## config.mk

```make
export PLATFORM = sky130hd
export DESIGN_NAME = strstore_seq
export DESIGN_NICKNAME = d
export VERILOG_FILES = /design/src/rtl/strstore_pkg.sv /design/src/rtl/strstore_idx_step.sv /design/src/rtl/strstore_cnt_dec.sv /design/src/rtl/strstore_ctrl.sv /design/src/rtl/strstore_seq.sv
export SDC_FILE = /design/constraint.sdc
export NUM_CORES = 1
export LEC_CHECK = 0
export BUFFER_PORTS_ARGS = -buffer_cell sky130_fd_sc_hd__buf_2
export CAP_MARGIN = 10
export CORE_MARGIN = 2
export CORE_UTILIZATION = 45
export DETAILED_ROUTE_END_ITERATION = 6
export MAX_ROUTING_LAYER = met4
export PLACE_DENSITY = 0.88
export SLEW_MARGIN = 20
export SYNTH_ARGS = -nofsm -noshare
export SYNTH_HDL_FRONTEND = slang
export SYNTH_SLANG_ARGS = --single-unit
```

## constraint.sdc

```tcl
create_clock -name clk -period 2.7 [get_ports clk]
set_input_delay 0 -clock clk [delete_from_list [all_inputs] [get_ports clk]]
set_output_delay 0 -clock clk [all_outputs]
set_load 0.05 [all_outputs]
```

## src/rtl/strstore_pkg.sv

```systemverilog
package strstore_pkg;
  typedef enum logic {
    SEQ_IDLE  = 1'b0,
    SEQ_STORE = 1'b1
  } seq_state_e;

  function automatic logic [1:0] elem_bytes(input logic word);
    return word ? 2'd2 : 2'd1;
  endfunction
endpackage

```

## src/rtl/strstore_idx_step.sv

```systemverilog
module strstore_idx_step #(
  parameter int AW = 16
) (
  input  logic [AW-1:0] idx_i,
  input  logic          wide_i,
  input  logic          down_i,
  output logic [AW-1:0] idx_o
);
  import strstore_pkg::*;
  localparam int PADW = AW - 2;

  logic [AW-1:0] step;
  assign step = {{PADW{1'b0}}, elem_bytes(wide_i)};

  always_comb begin
    if (down_i) idx_o = idx_i - step;
    else        idx_o = idx_i + step;
  end
endmodule

```

## src/rtl/strstore_cnt_dec.sv

```systemverilog
module strstore_cnt_dec #(
  parameter int CW = 16
) (
  input  logic [CW-1:0] cnt_i,
  output logic [CW-1:0] cnt_o,
  output logic          last_o
);
  localparam logic [CW-1:0] ONE = CW'(1);

  assign cnt_o  = cnt_i - ONE;
  assign last_o = (cnt_i == ONE);
endmodule

```

## src/rtl/strstore_ctrl.sv

```systemverilog
module strstore_ctrl (
  input  logic clk,
  input  logic rst_n,
  input  logic go_i,
  input  logic rep_in_i,
  input  logic cnt_in_zero_i,
  input  logic rep_q_i,
  input  logic ready_i,
  input  logic irq_i,
  input  logic last_i,
  output logic load_o,
  output logic adv_o,
  output logic busy_o,
  output logic done_o,
  output logic tirq_o
);
  import strstore_pkg::*;

  seq_state_e state_q, state_d;
  logic done_d, tirq_d;

  assign busy_o = (state_q == SEQ_STORE);
  assign load_o = !busy_o && go_i;
  assign adv_o  = busy_o && ready_i;

  always_comb begin
    state_d = state_q;
    done_d  = 1'b0;
    tirq_d  = 1'b0;
    if (load_o) begin
      if (rep_in_i && cnt_in_zero_i) done_d  = 1'b1;
      else                           state_d = SEQ_STORE;
    end else if (adv_o) begin
      if (!rep_q_i) begin
        done_d  = 1'b1;
        state_d = SEQ_IDLE;
      end else if (irq_i) begin
        tirq_d  = 1'b1;
        state_d = SEQ_IDLE;
      end else if (last_i) begin
        done_d  = 1'b1;
        state_d = SEQ_IDLE;
      end
    end
  end

  always_ff @(posedge clk) begin
    if (!rst_n) begin
      state_q <= SEQ_IDLE;
      done_o  <= 1'b0;
      tirq_o  <= 1'b0;
    end else begin
      state_q <= state_d;
      done_o  <= done_d;
      tirq_o  <= tirq_d;
    end
  end

  p_excl_r10: assert property (@(posedge clk) disable iff (!rst_n)
    !(done_o && tirq_o));
  p_pulse_r10: assert property (@(posedge clk) disable iff (!rst_n)
    (done_o || tirq_o) |=> !(done_o || tirq_o) || $past(load_o));
  p_irq_after_store_r7: assert property (@(posedge clk) disable iff (!rst_n)
    tirq_o |-> $past(adv_o) && $past(rep_q_i));
  p_norep_done_r6: assert property (@(posedge clk) disable iff (!rst_n)
    (adv_o && !rep_q_i) |=> done_o && !busy_o);
endmodule

```

## src/rtl/strstore_seq.sv

```systemverilog
module strstore_seq #(
  parameter int AW = 16,
  parameter int CW = 16,
  parameter int DW = 16
) (
  input  logic          clk,
  input  logic          rst_n,
  input  logic          go,
  input  logic          rep_en,
  input  logic          wide,
  input  logic          dir_down,
  input  logic [DW-1:0] acc_in,
  input  logic [AW-1:0] idx_in,
  input  logic [CW-1:0] cnt_in,
  input  logic          irq_pend,
  output logic          wr_valid,
  input  logic          wr_ready,
  output logic [AW-1:0] wr_addr,
  output logic [DW-1:0] wr_data,
  output logic          wr_wide,
  output logic [AW-1:0] idx_out,
  output logic [CW-1:0] cnt_out,
  output logic          done,
  output logic          take_irq
);
  localparam int BYTEW = 8;
  localparam int HIW   = DW - BYTEW;

  logic [AW-1:0] idx_q, idx_nx;
  logic [CW-1:0] cnt_q, cnt_nx;
  logic [DW-1:0] acc_q;
  logic          rep_q, wide_q, down_q;
  logic          last, load, adv, busy;

  strstore_idx_step #(.AW(AW)) u_step (
    .idx_i (idx_q),
    .wide_i(wide_q),
    .down_i(down_q),
    .idx_o (idx_nx)
  );

  strstore_cnt_dec #(.CW(CW)) u_cnt (
    .cnt_i (cnt_q),
    .cnt_o (cnt_nx),
    .last_o(last)
  );

  strstore_ctrl u_ctrl (
    .clk          (clk),
    .rst_n        (rst_n),
    .go_i         (go),
    .rep_in_i     (rep_en),
    .cnt_in_zero_i(cnt_in == '0),
    .rep_q_i      (rep_q),
    .ready_i      (wr_ready),
    .irq_i        (irq_pend),
    .last_i       (last),
    .load_o       (load),
    .adv_o        (adv),
    .busy_o       (busy),
    .done_o       (done),
    .tirq_o       (take_irq)
  );

  always_ff @(posedge clk) begin
    if (!rst_n) begin
      idx_q  <= '0;
      cnt_q  <= '0;
      acc_q  <= '0;
      rep_q  <= 1'b0;
      wide_q <= 1'b0;
      down_q <= 1'b0;
    end else if (load) begin
      idx_q  <= idx_in;
      cnt_q  <= cnt_in;
      acc_q  <= acc_in;
      rep_q  <= rep_en;
      wide_q <= wide;
      down_q <= dir_down;
    end else if (adv) begin
      idx_q <= idx_nx;
      if (rep_q) cnt_q <= cnt_nx;
    end
  end

  generate
    if (HIW > 0) begin : g_lane
      assign wr_data = wide_q ? acc_q : {{HIW{1'b0}}, acc_q[BYTEW-1:0]};
    end else begin : g_flat
      assign wr_data = acc_q;
    end
  endgenerate

  assign wr_valid = busy;
  assign wr_addr  = idx_q;
  assign wr_wide  = wide_q;
  assign idx_out  = idx_q;
  assign cnt_out  = cnt_q;

  p_hold_r3: assert property (@(posedge clk) disable iff (!rst_n)
    (wr_valid && !wr_ready) |=> wr_valid && $stable(wr_addr)
      && $stable(wr_data) && $stable(wr_wide));
  p_idx_frozen_r4: assert property (@(posedge clk) disable iff (!rst_n)
    (wr_valid && !wr_ready) |=> $stable(idx_out) && $stable(cnt_out));
  p_cnt_norep_r5: assert property (@(posedge clk) disable iff (!rst_n)
    (wr_valid && wr_ready && !rep_q) |=> $stable(cnt_out));
  p_cnt_rep_r5: assert property (@(posedge clk) disable iff (!rst_n)
    (wr_valid && wr_ready && rep_q) |=> cnt_out == $past(cnt_out) - CW'(1));
  p_zero_skip_r2: assert property (@(posedge clk) disable iff (!rst_n)
    (!wr_valid && go && rep_en && cnt_in == '0) |=> !wr_valid && done);
endmodule

```

==> metrics <==
Via Count=3567; Worst Skew=between 0.01 and 0.015 ns; worst r2r src=down_q; fin util=0.618; Worst Hold Class=input port to flop; Ports=between 100 and 150; Rows=30; Worst R2R Setup Slack=around 0.14 ns; Worst EP arrival=between 2 and 3 ns; top cells by area, synth=dfxtp_1, a21oi_1, nand2_1; crit path launch=down_q; Worst R2R End=idx_out[14]; WP data required=roughly 2.9 ns; DRC=0; adder-cell share of the synthesized area=0.0718; max-cap violation count=0; H-tree levels=2; syn_nets=480; largest family of logic cells by synthesized area=compound AO/OA/AOI/OAI gates; largest net degree at the start of global routing=39; Post-synth EDFFs=0; post-synthesis mux area share=0.0127; Final nets=around 600; asr flop ratio synth=0; initial antenna violation count=0; GRT overflow=0; Max VDD drop=around 0.00030 V; average wire per standard cell=approximately 15 µm; CP startpoint kind=flop; DRT iter0 DRCs=about 190; Hold EP=idx_out[4]; final WL=between 9 and 10 mm; Sink Count=54; area grow syn2layout=31.1%; CTS tree=built; DIE AREA=a little under 8000 µm²; diodes inserted=0; share of layout cells above drive strength 1=0.282; Die Span X=roughly 89 µm; Routed Antenna Nets=0; fin crit share=0.949; critical hold path startpoint=idx_in[4]; flops & latches, synth=54; Setup violations, final=0; Synth cell types=~50; mean post-synth cell area=~8.0 µm²; CP max FO=14; post-DP HPWL=between 6 and 7 mm; Die Y-Extent=~89 µm; Ys Warns=0; final critical-path required period=2.56 ns; Post-Synth Simple-Gate Area=0.229; commonest cells in the netlist=nand2_1, a21oi_1, dfxtp_1; Worst Max-Slew Pin Slew=around 0.66 ns; CTS max path bufs=2; Synth Cell Area=3240 µm²; global-route wire length before repair=15.0 mm; TritonCTS Buffers=5; FMAX=between 300 and 400 MHz; drt first pass iters=5; top_reg_cell synth=dfxtp_1; vias per cell=around 5.7; R2R cell count=9; xor-xnor portion of the synthesized cell area=0.0297; worst skew pair latency=about 0.32 ns; vias in the first global route=3268; Setup TNS=0 ns; GPL Wtd Cong=approximately 0.94; post-synthesis instance total=approximately 410; CP Capture Type=flop; most common cell in the netlist=nand2_1; Synth top area share=0.334; Starting Density=0.472; final hold vios=0; area of the core=6870 µm²; fin. max-slew vios=0; setup bufs post-CTS=0; P_leak=around 2 nW; Synth Area in Compound Gates=0.234; total track usage=0.247; status=finished clean; RSZ-0062 raised after global routing=no; PD cells=around 540 nW/µm²; critical setup path kind=flop to flop; port bufs=approximately 120; CTS root buf=clkbuf_8; Seq/Total Area, Yosys=0.334; dominant cell type by area after synthesis=dfxtp_1; Rel. slew slack=0.561; cell count of the worst hold path=3; Clock transition at path regs=around 0.10 ns; fill count=595
layout make-up:
class                      instances  area [µm²]  share of cell area
multi-input combinational        299        1880               0.443
sequential                        54        1080               0.255
timing repair buffer             164        1010               0.237
tap                               96         120              0.0283
clock buffer                       5        68.8              0.0162
clock inverter                     3        47.5              0.0112
inverter                          10        37.5             0.00884
stage by stage:
step                      power (mW)  worst slack [ns]  area [µm²]  std cells  hold slack (ns)
final                           2.29             0.138        4250        631          0.00533
after floorplan                 1.53            0.0469        3240        406            0.136
after global placement          1.67             0.239        3790        589            0.240
after CTS                       2.29            0.0834        4240        631          0.00171
after detailed placement        1.69             0.109        3790        589            0.248
after global routing            2.39            0.0171        4250        631           0.0142
what timing repair did:
item                                   4_1_cts  5_1_grt
resized for setup                            0        2
endpoints found under the hold margin       34        0
setup endpoints to repair                    0        2
hold buffers                                34        0
state kept, by name, summed over array words and instances, names as in the netlist:
name,count
u_ctrl.tirq_o,1
wr_wide,1
acc_q,16
u_ctrl.busy_o,1
rep_q,1
u_ctrl.done_o,1
idx_out,16
down_q,1
cnt_out,16
layer usage:
layer	wire length (µm)	share of wire	up-vias	GRT usage
met5	0	0	-	-
met4	187	0.020	0	0.0950
met3	553	0.058	25	0.0401
met2	4890	0.51	159	0.415
met1	3930	0.41	1678	0.294
li1	-	-	1705	-
power breakdown:
part           switching, mW  internal, mW
registers             0.0652         0.857
clock network          0.289         0.282
logic                  0.539         0.257
total                  0.894          1.40
kinds of logic after synthesis:
family,count (synthesis)
flops,54
compound gates,122
xor+xnor,11
fa+ha+maj,18
simple gates,144
mux,4
buf+inv,53
critical path, stage by stage, from the launching register on:
cell	delay (ns)
dfxtp_2	0.40
buf_4	0.22
ha_1	0.32
and3_1	0.25
a221o_1	0.33
a211oi_1	0.28
nor2_1	0.09
a311oi_1	0.29
xor2_1	0.18
a21oi_1	0.09
cells in the final DEF (no fill, tap or decap), types with 3 or more instances in the layout:
cell type | synthesis | layout
and2_1 | 11 | 11
nand2_1 | 59 | 59
clkbuf_8 | 0 | 5
a311oi_1 | 3 | 3
a31oi_1 | 6 | 6
nand3_1 | 12 | 12
o21a_1 | 5 | 5
nor2b_1 | 5 | 4
o211ai_1 | 6 | 6
buf_2 | 0 | 123
inv_1 | 9 | 9
o21ai_0 | 17 | 17
xnor2_1 | 8 | 8
ha_1 | 17 | 16
nor4_1 | 10 | 10
nor2_1 | 13 | 13
and3_1 | 6 | 6
a21o_1 | 3 | 3
xor2_1 | 3 | 3
dlygate4sd3_1 | 0 | 34
o221ai_1 | 8 | 8
buf_4 | 24 | 7
a21oi_1 | 56 | 56
dfxtp_1 | 54 | 53
a211oi_1 | 3 | 3
nor3_1 | 11 | 11
mux2i_1 | 3 | 3
o311ai_0 | 3 | 3
how the worst max path moves through the flow:
| stage | endpoint | slack (ns) | cells past startpoint |
|---|---|---|---|
| after floorplan | idx_out[15] | 0.05 | 11 |
| after global placement | idx_out[15] | 0.24 | 9 |
| after detailed placement | idx_out[15] | 0.11 | 9 |
| after CTS | idx_out[15] | 0.08 | 9 |
| after global routing | idx_out[14] | 0.02 | 9 |
| final | idx_out[14] | 0.14 | 9 |
(Power assumes the default switching activity.)
